--- src/rtl/gpio_tpo_pkg.sv ---
package gpio_tpo_pkg;
  parameter int PORT_W   = 7;
  parameter int BUS_W    = 8;
  parameter int ADDR_W   = 8;
  parameter int NUM_CH   = 2;
  parameter int CH_BASE  = 4;
  parameter int SEL_W    = 2;
  parameter int SYNC_LEN = 2;
  parameter logic [ADDR_W-1:0] LATCH_ADDR = 8'h05;
  parameter logic [ADDR_W-1:0] DIR_ADDR   = 8'h0D;

  typedef logic [PORT_W-1:0] port_vec_t;
  typedef logic [BUS_W-1:0]  bus_word_t;
endpackage

--- src/rtl/gpio_tpo_sync.sv ---
module gpio_tpo_sync #(
  parameter int WIDTH  = 7,
  parameter int STAGES = 2
) (
  input  logic             clk,
  input  logic             rst_n,
  input  logic [WIDTH-1:0] d_in,
  output logic [WIDTH-1:0] d_out
);
  logic [WIDTH-1:0] stage_q [STAGES];

  for (genvar s = 0; s < STAGES; s++) begin : g_stage
    if (s == 0) begin : g_first
      always_ff @(posedge clk or negedge rst_n)
        if (!rst_n) stage_q[s] <= '0;
        else        stage_q[s] <= d_in;
    end else begin : g_next
      always_ff @(posedge clk or negedge rst_n)
        if (!rst_n) stage_q[s] <= '0;
        else        stage_q[s] <= stage_q[s-1];
    end
  end

  assign d_out = stage_q[STAGES-1];
endmodule

--- src/rtl/gpio_tpo_regs.sv ---
module gpio_tpo_regs
  import gpio_tpo_pkg::*;
(
  input  logic              clk,
  input  logic              rst_n,
  input  logic [ADDR_W-1:0] bus_addr,
  input  logic              bus_wr,
  input  bus_word_t         bus_wdata,
  output bus_word_t         bus_rdata,
  input  port_vec_t         pin_sync,
  output port_vec_t         latch_q,
  output port_vec_t         dir_q
);
  localparam int PAD_W = BUS_W - PORT_W;

  logic hit_latch, hit_dir;
  port_vec_t port_view;

  assign hit_latch = (bus_addr == LATCH_ADDR);
  assign hit_dir   = (bus_addr == DIR_ADDR);

  always_ff @(posedge clk or negedge rst_n)
    if (!rst_n)                latch_q <= '0;
    else if (bus_wr && hit_latch) latch_q <= bus_wdata[PORT_W-1:0];

  always_ff @(posedge clk or negedge rst_n)
    if (!rst_n)              dir_q <= '0;
    else if (bus_wr && hit_dir) dir_q <= bus_wdata[PORT_W-1:0];

  // per-pin read source: latch when output, synchronized level when input
  assign port_view = (dir_q & latch_q) | (~dir_q & pin_sync);

  always_comb begin
    bus_rdata = '0;
    if (hit_latch)    bus_rdata = {{PAD_W{1'b0}}, port_view};
    else if (hit_dir) bus_rdata = {{PAD_W{1'b0}}, dir_q};
  end
endmodule

--- src/rtl/gpio_tpo_pinmux.sv ---
module gpio_tpo_pinmux
  import gpio_tpo_pkg::*;
(
  input  port_vec_t                 latch_q,
  input  port_vec_t                 dir_q,
  input  port_vec_t                 pin_sync,
  input  logic [NUM_CH*SEL_W-1:0]   tim_sel,
  input  logic [NUM_CH-1:0]         tim_out,
  input  logic [NUM_CH-1:0]         tim_oe,
  output port_vec_t                 pad_out,
  output port_vec_t                 pad_oe,
  output logic [NUM_CH-1:0]         tim_cap
);
  for (genvar i = 0; i < PORT_W; i++) begin : g_pin
    if (i >= CH_BASE && i < CH_BASE + NUM_CH) begin : g_shared
      localparam int C = i - CH_BASE;
      logic owned;
      assign owned      = |tim_sel[C*SEL_W +: SEL_W];
      assign pad_out[i] = owned ? tim_out[C] : latch_q[i];
      assign pad_oe[i]  = owned ? tim_oe[C]  : dir_q[i];
    end else begin : g_plain
      assign pad_out[i] = latch_q[i];
      assign pad_oe[i]  = dir_q[i];
    end
  end

  for (genvar c = 0; c < NUM_CH; c++) begin : g_cap
    assign tim_cap[c] = pin_sync[CH_BASE + c];
  end
endmodule

--- src/rtl/gpio_tpo.sv ---
module gpio_tpo
  import gpio_tpo_pkg::*;
(
  input  logic                      clk,
  input  logic                      rst_n,
  input  logic [ADDR_W-1:0]         bus_addr,
  input  logic                      bus_wr,
  input  logic [BUS_W-1:0]          bus_wdata,
  output logic [BUS_W-1:0]          bus_rdata,
  input  logic [PORT_W-1:0]         pad_in,
  output logic [PORT_W-1:0]         pad_out,
  output logic [PORT_W-1:0]         pad_oe,
  input  logic [NUM_CH*SEL_W-1:0]   tim_sel,
  input  logic [NUM_CH-1:0]         tim_out,
  input  logic [NUM_CH-1:0]         tim_oe,
  output logic [NUM_CH-1:0]         tim_cap
);
  port_vec_t pin_sync, latch_q, dir_q;

  gpio_tpo_sync #(.WIDTH(PORT_W), .STAGES(SYNC_LEN)) u_sync (
    .clk(clk), .rst_n(rst_n), .d_in(pad_in), .d_out(pin_sync)
  );

  gpio_tpo_regs u_regs (
    .clk(clk), .rst_n(rst_n), .bus_addr(bus_addr), .bus_wr(bus_wr),
    .bus_wdata(bus_wdata), .bus_rdata(bus_rdata), .pin_sync(pin_sync),
    .latch_q(latch_q), .dir_q(dir_q)
  );

  gpio_tpo_pinmux u_mux (
    .latch_q(latch_q), .dir_q(dir_q), .pin_sync(pin_sync),
    .tim_sel(tim_sel), .tim_out(tim_out), .tim_oe(tim_oe),
    .pad_out(pad_out), .pad_oe(pad_oe), .tim_cap(tim_cap)
  );
endmodule

--- config.mk ---
export PLATFORM = sky130hd
export DESIGN_NAME = gpio_tpo
export DESIGN_NICKNAME = d
export VERILOG_FILES = /design/src/rtl/gpio_tpo_pkg.sv /design/src/rtl/gpio_tpo_sync.sv /design/src/rtl/gpio_tpo_regs.sv /design/src/rtl/gpio_tpo_pinmux.sv /design/src/rtl/gpio_tpo.sv
export SDC_FILE = /design/constraint.sdc
export NUM_CORES = 1
export LEC_CHECK = 0
export ABC_AREA = 0
export ABC_CLOCK_PERIOD_IN_PS = 1690
export CORE_ASPECT_RATIO = 0.75
export CORE_MARGIN = 2
export CORE_UTILIZATION = 40
export DETAILED_ROUTE_END_ITERATION = 16
export PLACE_DENSITY = 0.79
export REMOVE_ABC_BUFFERS = 1
export SLEW_MARGIN = 0
export SYNTH_ARGS = -nofsm -noshare
export SYNTH_HDL_FRONTEND = slang
export SYNTH_SLANG_ARGS = --single-unit
--- constraint.sdc ---
create_clock -name clk -period 1.69 [get_ports clk]
set_input_delay 0.2535 -clock clk [delete_from_list [all_inputs] [get_ports clk]]
set_output_delay 0.2535 -clock clk [all_outputs]
set_load 0.01 [all_outputs]
### After elaboration in Yosys (flattened, before gate mapping)

Index checks and enable logic that the tools add are counted.

| storage, ports and cells | value |
|---|---|
| bits in registers | 28 |
| bits of input ports | 34 |
| logic and storage cells | 20 |

| cells by class | value |
|---|---|
| eq/ne operators | 2 |
| mux-type cells | 6 |
| bitwise logic cells | 4 |
| reductions and logical operators | 4 |

Operator list:

| cell | count |
|---|---|
| $and A7 B7 Y7 | 2 |
| $eq A8 B3 Y1 const B | 1 |
| $eq A8 B4 Y1 const B | 1 |
| $mux W8 | 1 |
| $mux W7 | 1 |
| $not A7 Y7 | 1 |
| $or A7 B7 Y7 | 1 |
| $mux W1 | 4 |
| $reduce_or A2 Y1 | 2 |
| $logic_and A1 B1 Y1 | 2 |

### Depth between registers and ports, before layout

Gate-level depths: netlist of the first run.

| depth | value |
|---|---|
| depth in word-level cells | 4 |
| mapped depth | 4 |
| mapped depth without buffers | 3 |

### Hierarchy

A second synthesis of the first run with hierarchy kept.

| unflattened totals | value |
|---|---|
| cell total of the unflattened synthesis | 97 |
| area total of the unflattened synthesis | 1285.0 um2 |

By module, submodules not included:

| module | instances | cells an instance | area an instance (um2) | seq. area each (um2) |
|---|---|---|---|---|
| gpio_tpo_regs | 1 | 58 | 734.5 | 350.3 |
| gpio_tpo_sync | 1 | 21 | 402.9 | 350.3 |
| gpio_tpo_pinmux | 1 | 18 | 147.6 | 0.0 |

### Worst setup path before layout of the first run

OpenSTA, ideal clock, no wires.

| path | value |
|---|---|
| path kind | in2out |
| start | input bus_addr[5] |
| end | output bus_rdata[0] |
| arrival | 1.490 ns |
| data required time | 1.436 ns |
| path slack | -0.054 ns |
| cell stages on the path | 4 |
| cells stage by stage | or4_4 > or2_2 > clkbuf_1 > a21oi_1 |

| between the ends | value |
|---|---|
| cells in the longest elaborated chain, start to end | 3 |
| elaborated cells between the ends (all ways) | 4 |
| those cells by class | eq/ne (2); mux (2) |

Ends and longest elaborated chain:

| item | line | text |
|---|---|---|
| start: declaration | gpio_tpo.sv:6 | `input logic [ADDR_W-1:0] bus_addr,` |
| $eq A8 B4 Y1 | gpio_tpo_regs.sv:20 | `assign hit_dir = (bus_addr == DIR_ADDR);` |
| $mux W7 | gpio_tpo_regs.sv:36 | `else if (hit_dir) bus_rdata = {{PAD_W{1'b0}}, dir_q};` |
| $mux W8 * | gpio_tpo_regs.sv:35 | `if (hit_latch) bus_rdata = {{PAD_W{1'b0}}, port_view};` |
| end: declaration | gpio_tpo.sv:9 | `output logic [BUS_W-1:0] bus_rdata,` |

Every way passes the cells marked *; elsewhere a longest branch is shown, timed or not.

### Final worst setup path of the first run

| path | value |
|---|---|
| start | input bus_addr[7] |
| end | output bus_rdata[2] |

The elaborated chain is that of the path after synthesis.

==> flow_summary.ini, run 1 <==
[outcome]
outcome = finished with violations
violations = setup timing

[synth]
syn_area_um2 = 1220
synth_warnings = 0
syn-mean-instance-area_um2 = 13.1
ys_seq_area_share_pct = 57.4
synth.ff_latch_count = 28
synthCells = 93
synth.distinct_cells = 16

[timing]
setup_violations = 4
finalMaxSlewViolations = 0
fin_crit_ps = 1700
period_share_pct = 101
finClkSkew_ps = 2.43
timing.fmax_mhz = 588
rsz0062_at_grt = yes
hold_viol = 0
finalWorstSetupSlack_ps = -11.7

[finish]
n_antenna_cell = 0
drive_gt1_share_pct = 43.8
fin_util_pct = 64.9
syn_to_final_growth_pct = 55.0
finalNonFillerCells = 191
fin_nets = 188
final_cell_mix = clkdlybuf4s50_1, dfrtp_1, mux2_2
final_common_cell = clkdlybuf4s50_1

[critical_path]
critical_path.startpoint = bus_addr[7]
critPathMaxFanout = 7
cp-end-kind = primary output
worstPathArrival_ps = 1450
crit_slowest_cell = or4_4
path_class = in2out
cp.required_ps = 1440
worstRegToRegCells = 2
r2r-start = u_regs.dir_q[2]
cp_cell_sequence = buf_6, or4_4, or2_4, a21oi_2, buf_2
crit_path_max_incr_delay_ps = 530
r2r_end = u_regs.dir_q[2]
critPathLaunchType = primary input
r2r_slack_ps = 790

[power]
clkPwrFrac_pct = 30.0
ir_drop_mv = 0.696
power_switching_uw = 286
intPower_uw = 1050
seqPwrFrac_pct = 53.6
power.leakage_uw = 0.000851
combPwrFrac_pct = 16.4
p_per_area_nw_per_um2 = 708
p_sw_share_pct = 21.4

[drt]
wire_per_inst_um = 14.7
detail-route-antenna-nets = 0
post_drt_via_cell_ratio = 4.76
vias = 910
drt_first_pass_iters = 4
wl_um = 2810
drc = 0
drtIter0Drc = 11

[grt]
gr-total-overflow = 0
grt_pass1_vias = 909
antenna_found_initial = 0
grt_start_max_net_pins = 29
grt.total_usage_pct = 17.0
grt_pass1_wl_um = 4230

[place]
hpwlAfterDp_um = 2100
numPortBuffers = 55
dp.cells = 186
pre_cts_ws_ps = -881
gp_congestion = 0.640

[die]
core_area_um2 = 2910
io_pins = 58
die_x_um = 67.8
die_y_um = 51.8
dieArea_um2 = 3510
start_util_pct = 41.9
rows = 17

[cts]
root_buffer = clkbuf_8
clkTransAtPathRegs_ps = 90
cts_tree = done
cts_setup_buffers = 0
clock-sinks = 28
cts_max_path_buffers = 2
h-tree-depth = 1
clk_latency_ps = 270
cts_buffers = 3

[min_path]
hp-class = in2async

[flow_run]
maxCapViolations = 0
-- per-stage QoR --
step	hold WS, ps	TNS [ps]	power [µW]	cell area [µm²]
after CTS	347	-58.8	1350	1890
after global routing	368	-228	1390	1890
final	337	-24.2	1340	1890
after global placement	333	-13540	942	1840
after detailed placement	335	-14030	950	1840
after floorplan	-42.1	-126	785	1110
-- state kept, by name (all words and copies together) (netlist names) --
| name | count |
|---|---|
| u_regs.dir_q | 7 |
| u_regs.latch_q | 7 |
| u_sync.d_out | 7 |
| u_sync.stage_q | 7 |
-- cell families after synthesis --
kind of cell,count (synthesis),share of synthesized area (%)
multiplexers,18,16.6
AO/OA/AOI/OAI,14,5.74
buffers and inverters,16,8.92
other,1,0.307
AND/OR/NAND/NOR,16,11.0
flip-flops,28,57.4
-- layout make-up --
class	count	area, µm²
clock buffers	4	55.1
fillers	212	1020
inverters	1	3.75
multi-input cells	49	444
flip-flops and latches	28	701
well taps	38	47.5
repair buffers	71	639
-- routing by layer --
| metal | wire, µm | global-route usage [%] | share of wire (%) |
|---|---|---|---|
| met4 | 26 | 5.00 | 0.93 |
| met5 | 0 | 0 | 0 |
| met3 | 242 | 5.41 | 8.6 |
| met2 | 1460 | 30.9 | 52 |
| met1 | 1080 | 19.1 | 38 |
-- power by group through the flow --
stage,logic (µW),clock network (µW),registers (µW)
2_1_floorplan,49.3,0,735
3_3_place_gp,214,0,728
3_5_place_dp,220,0,730
4_1_cts,220,417,717
5_1_grt,236,438,721
6_report,219,402,717
-- repair_timing --
action	CTS	global route
cloned	1	0
pin swaps	4	2
resized for setup	56	4
hold buffers	0	0
endpoints found under the hold margin	0	0
endpoints found under the setup margin	25	11
-- worst max-delay path: cells and delay by family --
kind	cells	cell delay, ps
buffers and inverters	2	230
AO/OA/AOI/OAI	1	130
AND/OR/NAND/NOR	2	830
-- worst max-delay path by stage --
stage	endpoint	cells past startpoint
floorplan	u_regs.latch_q[0]	3
detailed placement	bus_rdata[6]	5
global route	bus_rdata[6]	5
global placement	bus_rdata[2]	5
CTS	bus_rdata[6]	5
finish	bus_rdata[2]	5
-- synth_stat cells --
cell      instances  share of area (%)
conb_1            1               0.31
nor4_4            1                1.7
or4_4             1               0.92
buf_4            13                8.0
nor3_4            1                1.3
nand2_1           2               0.62
a21oi_1           7                2.9
nor2_1            3               0.92
dfrtp_1          28                 57
o21ai_0           7                2.9
nand3b_1          1               0.62
inv_1             1               0.31
or3b_2            6                4.3
clkbuf_1          2               0.62
mux2_2           18                 17
or2_2             1               0.51
(Power assumes the default switching activity.)
==> run 2: changes to the inputs <==
--- a/config.mk
+++ b/config.mk
@@ -11,7 +11,7 @@
 export CORE_MARGIN = 2
 export CORE_UTILIZATION = 40
 export DETAILED_ROUTE_END_ITERATION = 16
-export PLACE_DENSITY = 0.79
+export PLACE_DENSITY = 0.76
 export REMOVE_ABC_BUFFERS = 1
 export SLEW_MARGIN = 0
 export SYNTH_ARGS = -nofsm -noshare
==> run 2 against run 1 <==
Against the previous run:
- the flow still finishes with violations (setup timing)
- cell count is 0.52% lower
- global-route usage is 0.079 points lower
- final area is 0.27% higher
- sequential power hardly changed
- setup slack worse by 27 ps
- non-clock buffer count is 1 lower
- critical path depth stayed put
- count of clock-buffer cells in the layout is 1 lower
- first-iteration DRC count is 91% higher
- clock skew is 0.67 ps higher
- fmax is 1.6% lower
- critical endpoint is now bus_rdata[5]
==> flow_summary.ini, run 2 (synthesized netlist as in run 1, its figures left out) <==
[outcome]
outcome = finished with violations
violations = setup timing

[power]
p_sw_share_pct = 20.4
p_per_area_nw_per_um2 = 768
power.leakage_uw = 0.000855
combPwrFrac_pct = 14.9
ir_drop_mv = 0.511
seqPwrFrac_pct = 49.3
power_switching_uw = 297
finalPower_uw = 1460
intPower_uw = 1160
clkPwrFrac_pct = 35.8

[critical_path]
r2r_slack_ps = 770
path_class = in2out
crit_family = simple AND/OR/NAND/NOR gates
worstPathArrival_ps = 1480
critPathMaxFanout = 7
cp_num_buf_inv = 2
crit_path_max_incr_delay_ps = 530
cp-end-kind = primary output
cp.required_ps = 1440
cp_cell_sequence = buf_6, or4_4, or2_4, a21oi_2, buf_2
crit_slowest_cell = or4_4
critPathLaunchType = primary input

[timing]
hold_viol = 0
finClkSkew_ps = 3.10
tns_ps = -66.4
timing.fmax_mhz = 578
finalWorstSetupSlack_ps = -38.9
finalMaxSlewViolations = 0
fin_crit_ps = 1730
setup_violations = 4
period_share_pct = 102
rsz0062_at_grt = yes

[finish]
final_cell_mix = clkdlybuf4s50_1, dfrtp_1, mux2_2
drive_gt1_share_pct = 44.7
final_common_cell = clkdlybuf4s50_1
n_antenna_cell = 0
fillCellCount = 208
syn_to_final_growth_pct = 55.4
fin_nets = 187
final_cell_area_um2 = 1900

[cts]
clock-sinks = 28
cts_tree = done
h-tree-depth = 1
clkTransAtPathRegs_ps = 90
clk_latency_ps = 270
cts_max_path_buffers = 2
cts_buffers = 3
root_buffer = clkbuf_8

[grt]
grt.total_usage_pct = 17.0
grt_pass1_vias = 944
antenna_found_initial = 0
grt_pass1_wl_um = 4320
grt_start_max_net_pins = 29
gr-total-overflow = 0

[drt]
drc = 0
wire_per_inst_um = 14.7
post_drt_via_cell_ratio = 4.80
drt_first_pass_iters = 4
vias = 912
detail-route-antenna-nets = 0
drtIter0Drc = 21
wl_um = 2790

[place]
dpl_cell_area_um2 = 1840
numPortBuffers = 55
hpwlAfterDp_um = 2020
gp_congestion = 0.736

[min_path]
hp-class = in2async

[die]
start_util_pct = 41.9
die_x_um = 67.8
io_pins = 58
die_y_um = 51.8
rows = 17
dieArea_um2 = 3510
core_area_um2 = 2910

[flow_run]
maxCapViolations = 0
-- run 2: worst register-to-register path: stages (launching register included) --
cell and delay [ps]:
dfrtp_1 410, buf_4 150, mux2_2 260
-- run 2: final timing paths --
check                      depth (start not counted)               from            endpoint
setup / recovery                                   5        bus_addr[6]        bus_rdata[5]
hold / removal                                     2              rst_n     u_sync.d_out[0]
setup reg to reg                                   2    u_regs.dir_q[1]     u_regs.dir_q[1]
hold reg to reg                                    0  u_sync.stage_q[9]     u_sync.d_out[2]
max in group asynchronous                          2              rst_n  u_sync.stage_q[13]
min in group clk                                   0  u_sync.stage_q[9]     u_sync.d_out[2]
-- run 2: per-layer routing --
layer	part of all wire (%)	global-route usage [%]	vias to the layer above	routed length, µm
met5	0	0	-	0
met4	0.75	5.00	0	21
met3	7.3	4.55	3	204
met2	47	27.0	35	1310
met1	45	22.8	444	1250
li1	-	-	430	-
-- run 2: power by group through the flow --
stage	Clock [µW]	Sequential [µW]	Combinational [µW]
final	521	718	217
after global routing	563	721	235
after CTS	527	718	219
after detailed placement	0	731	219
after global placement	0	728	215
after floorplan	0	735	49.3
-- run 2: what timing repair did --
action | in CTS | in global routing
setup endpoints to repair | 25 | 10
gates resized for setup | 58 | 5
buffers inserted | 0 | 0
hold buffers | 0 | 0
pin swaps | 3 | 2
-- run 2: cell type report --
class,count,area [µm²],area share (%)
sequential,28,701,37.0
clock buffer,3,41.3,2.18
clock inverter,1,30.0,1.58
multi-input combinational,49,444,23.4
inverter,1,3.75,0.198
timing repair buffer,70,628,33.1
tap,38,47.5,2.51
-- run 2: metrics by stage --
stage	worst slack [ps]	hold WS, ps	util (%)	cells
global route	-70.2	366	65.0	190
floorplan	-18.0	-42.1	-	78
CTS	-23.0	353	65.3	190
finish	-38.9	343	65.0	190
detailed placement	-891	338	63.1	186
global placement	-890	332	63.1	186
==> run 3: changes to the inputs <==
--- a/config.mk
+++ b/config.mk
@@ -9,9 +9,10 @@
 export ABC_CLOCK_PERIOD_IN_PS = 1690
 export CORE_ASPECT_RATIO = 0.75
 export CORE_MARGIN = 2
-export CORE_UTILIZATION = 40
+export CORE_UTILIZATION = 42
+export CTS_BUF_LIST = sky130_fd_sc_hd__clkbuf_8
 export DETAILED_ROUTE_END_ITERATION = 16
-export PLACE_DENSITY = 0.76
+export PLACE_DENSITY = 0.79
 export REMOVE_ABC_BUFFERS = 1
 export SLEW_MARGIN = 0
 export SYNTH_ARGS = -nofsm -noshare
==> run 3 against run 2 <==
Against the previous run:
- the run still ends with setup timing left
- combinational power is 3% higher
- worst hold slack better by 8.6 ps
- cell count stayed put
- fmax is 1.1% lower
- highest routed layer is now met3
- non-clock buffer count increased by 3
- register-to-register slack better by 20 ps
==> flow_summary.ini, run 3 (synthesized netlist as in run 1, its figures left out) <==
[finish]
final_cell_area_um2 = 1880
final_common_cell = clkdlybuf4s50_1
n_antenna_cell = 0
fillCellCount = 211
drive_gt1_share_pct = 46.1
fin_nets = 190
syn_to_final_growth_pct = 54.2
final_cell_mix = clkdlybuf4s50_1, dfrtp_1, mux2_2
finalNonFillerCells = 190

[place]
pre_cts_ws_ps = -860
dpl_cell_area_um2 = 1840
numPortBuffers = 55
hpwlAfterDp_um = 2030
dp.cells = 184
gp_congestion = 0.779

[timing]
whs_ps = 352
setup_violations = 7
finalMaxSlewViolations = 0
rsz0062_at_grt = yes
finClkSkew_ps = 2.62
period_share_pct = 103
timing.fmax_mhz = 572
fin_crit_ps = 1750
hold_viol = 0
finalWorstSetupSlack_ps = -58.1

[die]
rows = 16
dieArea_um2 = 3360
start_util_pct = 45.5
die_x_um = 66.2
die_y_um = 50.7
core_area_um2 = 2680
io_pins = 58

[drt]
detail-route-antenna-nets = 0
wl_um = 2860
drtIter0Drc = 13
drt_first_pass_iters = 2
drc = 0
wire_per_inst_um = 15.0
vias = 920
post_drt_via_cell_ratio = 4.84

[cts]
cts_buffers = 3
cts_tree = done
root_buffer = clkbuf_8
h-tree-depth = 1
clock-sinks = 28
clk_latency_ps = 270
cts_max_path_buffers = 2
hold_buffers = 0
clkTransAtPathRegs_ps = 90

[critical_path]
path_class = in2out
worstPathArrival_ps = 1490
r2r_slack_ps = 790
cp-end-kind = primary output
r2r_end = u_regs.dir_q[0]
critPathLaunchType = primary input
worstRegToRegCells = 2
critPathMaxFanout = 7
cp.required_ps = 1440
r2r-start = u_regs.dir_q[0]

[grt]
grt.total_usage_pct = 18.7
antenna_found_initial = 0
grt_pass1_vias = 1015
grt_start_max_net_pins = 29
gr-total-overflow = 0
grt_pass1_wl_um = 4620

[power]
ir_drop_mv = 0.669
finalPower_uw = 1290
power.leakage_uw = 0.000855
p_per_area_nw_per_um2 = 688

[outcome]
violations = setup timing
outcome = finished with violations

[min_path]
hp-class = in2async

[flow_run]
maxCapViolations = 0
-- run 3: cell count changes in the layout (fill, tap and decap cells not counted) --
cell / previous run / this run
clkbuf_2: 2 / 3
buf_4: 12 / 15
bufinv_16: 1 / 0
clkdlybuf4s15_1: 3 / 2
-- run 3: critical path, stage by stage --
cell and delay, ps:
clkbuf_2 80, or4_4 530, or2_4 340, a21oi_2 150, buf_2 150
-- run 3: how the worst max path moves through the flow --
stage	from	endpoint	slack (ps)
CTS	bus_addr[6]	bus_rdata[5]	-6
finish	bus_addr[5]	bus_rdata[5]	-60
floorplan	bus_addr[5]	u_regs.latch_q[0]	-20
global route	bus_addr[5]	bus_rdata[5]	-60
global placement	bus_addr[5]	bus_rdata[6]	-860
detailed placement	bus_addr[5]	bus_rdata[2]	-860
-- run 3: metal layers --
metal / part of all wire (%) / routed length (µm) / global-route usage, % / up-vias
met1: 44 / 1260 / 24.6 / 446
met2: 48 / 1360 / 31.7 / 42
met4: 0 / 0 / 3.06 / 0
met3: 8.1 / 231 / 4.93 / 0
met5: 0 / 0 / 0 / -
li1: - / - / - / 432
-- run 3: through the flow --
stage	util, %	TNS (ps)
after detailed placement	68.4	-14020
after global routing	70.1	-316
after global placement	68.4	-13480
after CTS	70.0	-11.4
after floorplan	-	-126
final	70.1	-142
-- run 3: timing repair --
item                       CTS  global route
cloned                       1             0
gates resized for setup     57             7
hold endpoints to repair     0             0
setup buffers                1             1
pin swaps                    4             4
setup endpoints to repair   25            12
-- run 3: where the power goes --
part / switching [µW] / leakage [µW] / internal, µW
combinational: 80.7 / 0.000477 / 143
clock: 193 / 0.0000216 / 160
sequential: 15.1 / 0.000356 / 702
total: 288 / 0.000855 / 1000
-- run 3: cell type report --
cell class,instances,area (µm²),share of cell area (%)
timing repair buffer,73,646,34.3
clock buffer,3,41.3,2.20
inverter,1,3.75,0.200
multi-input combinational,49,444,23.6
tap,36,45.0,2.40
sequential,28,701,37.3
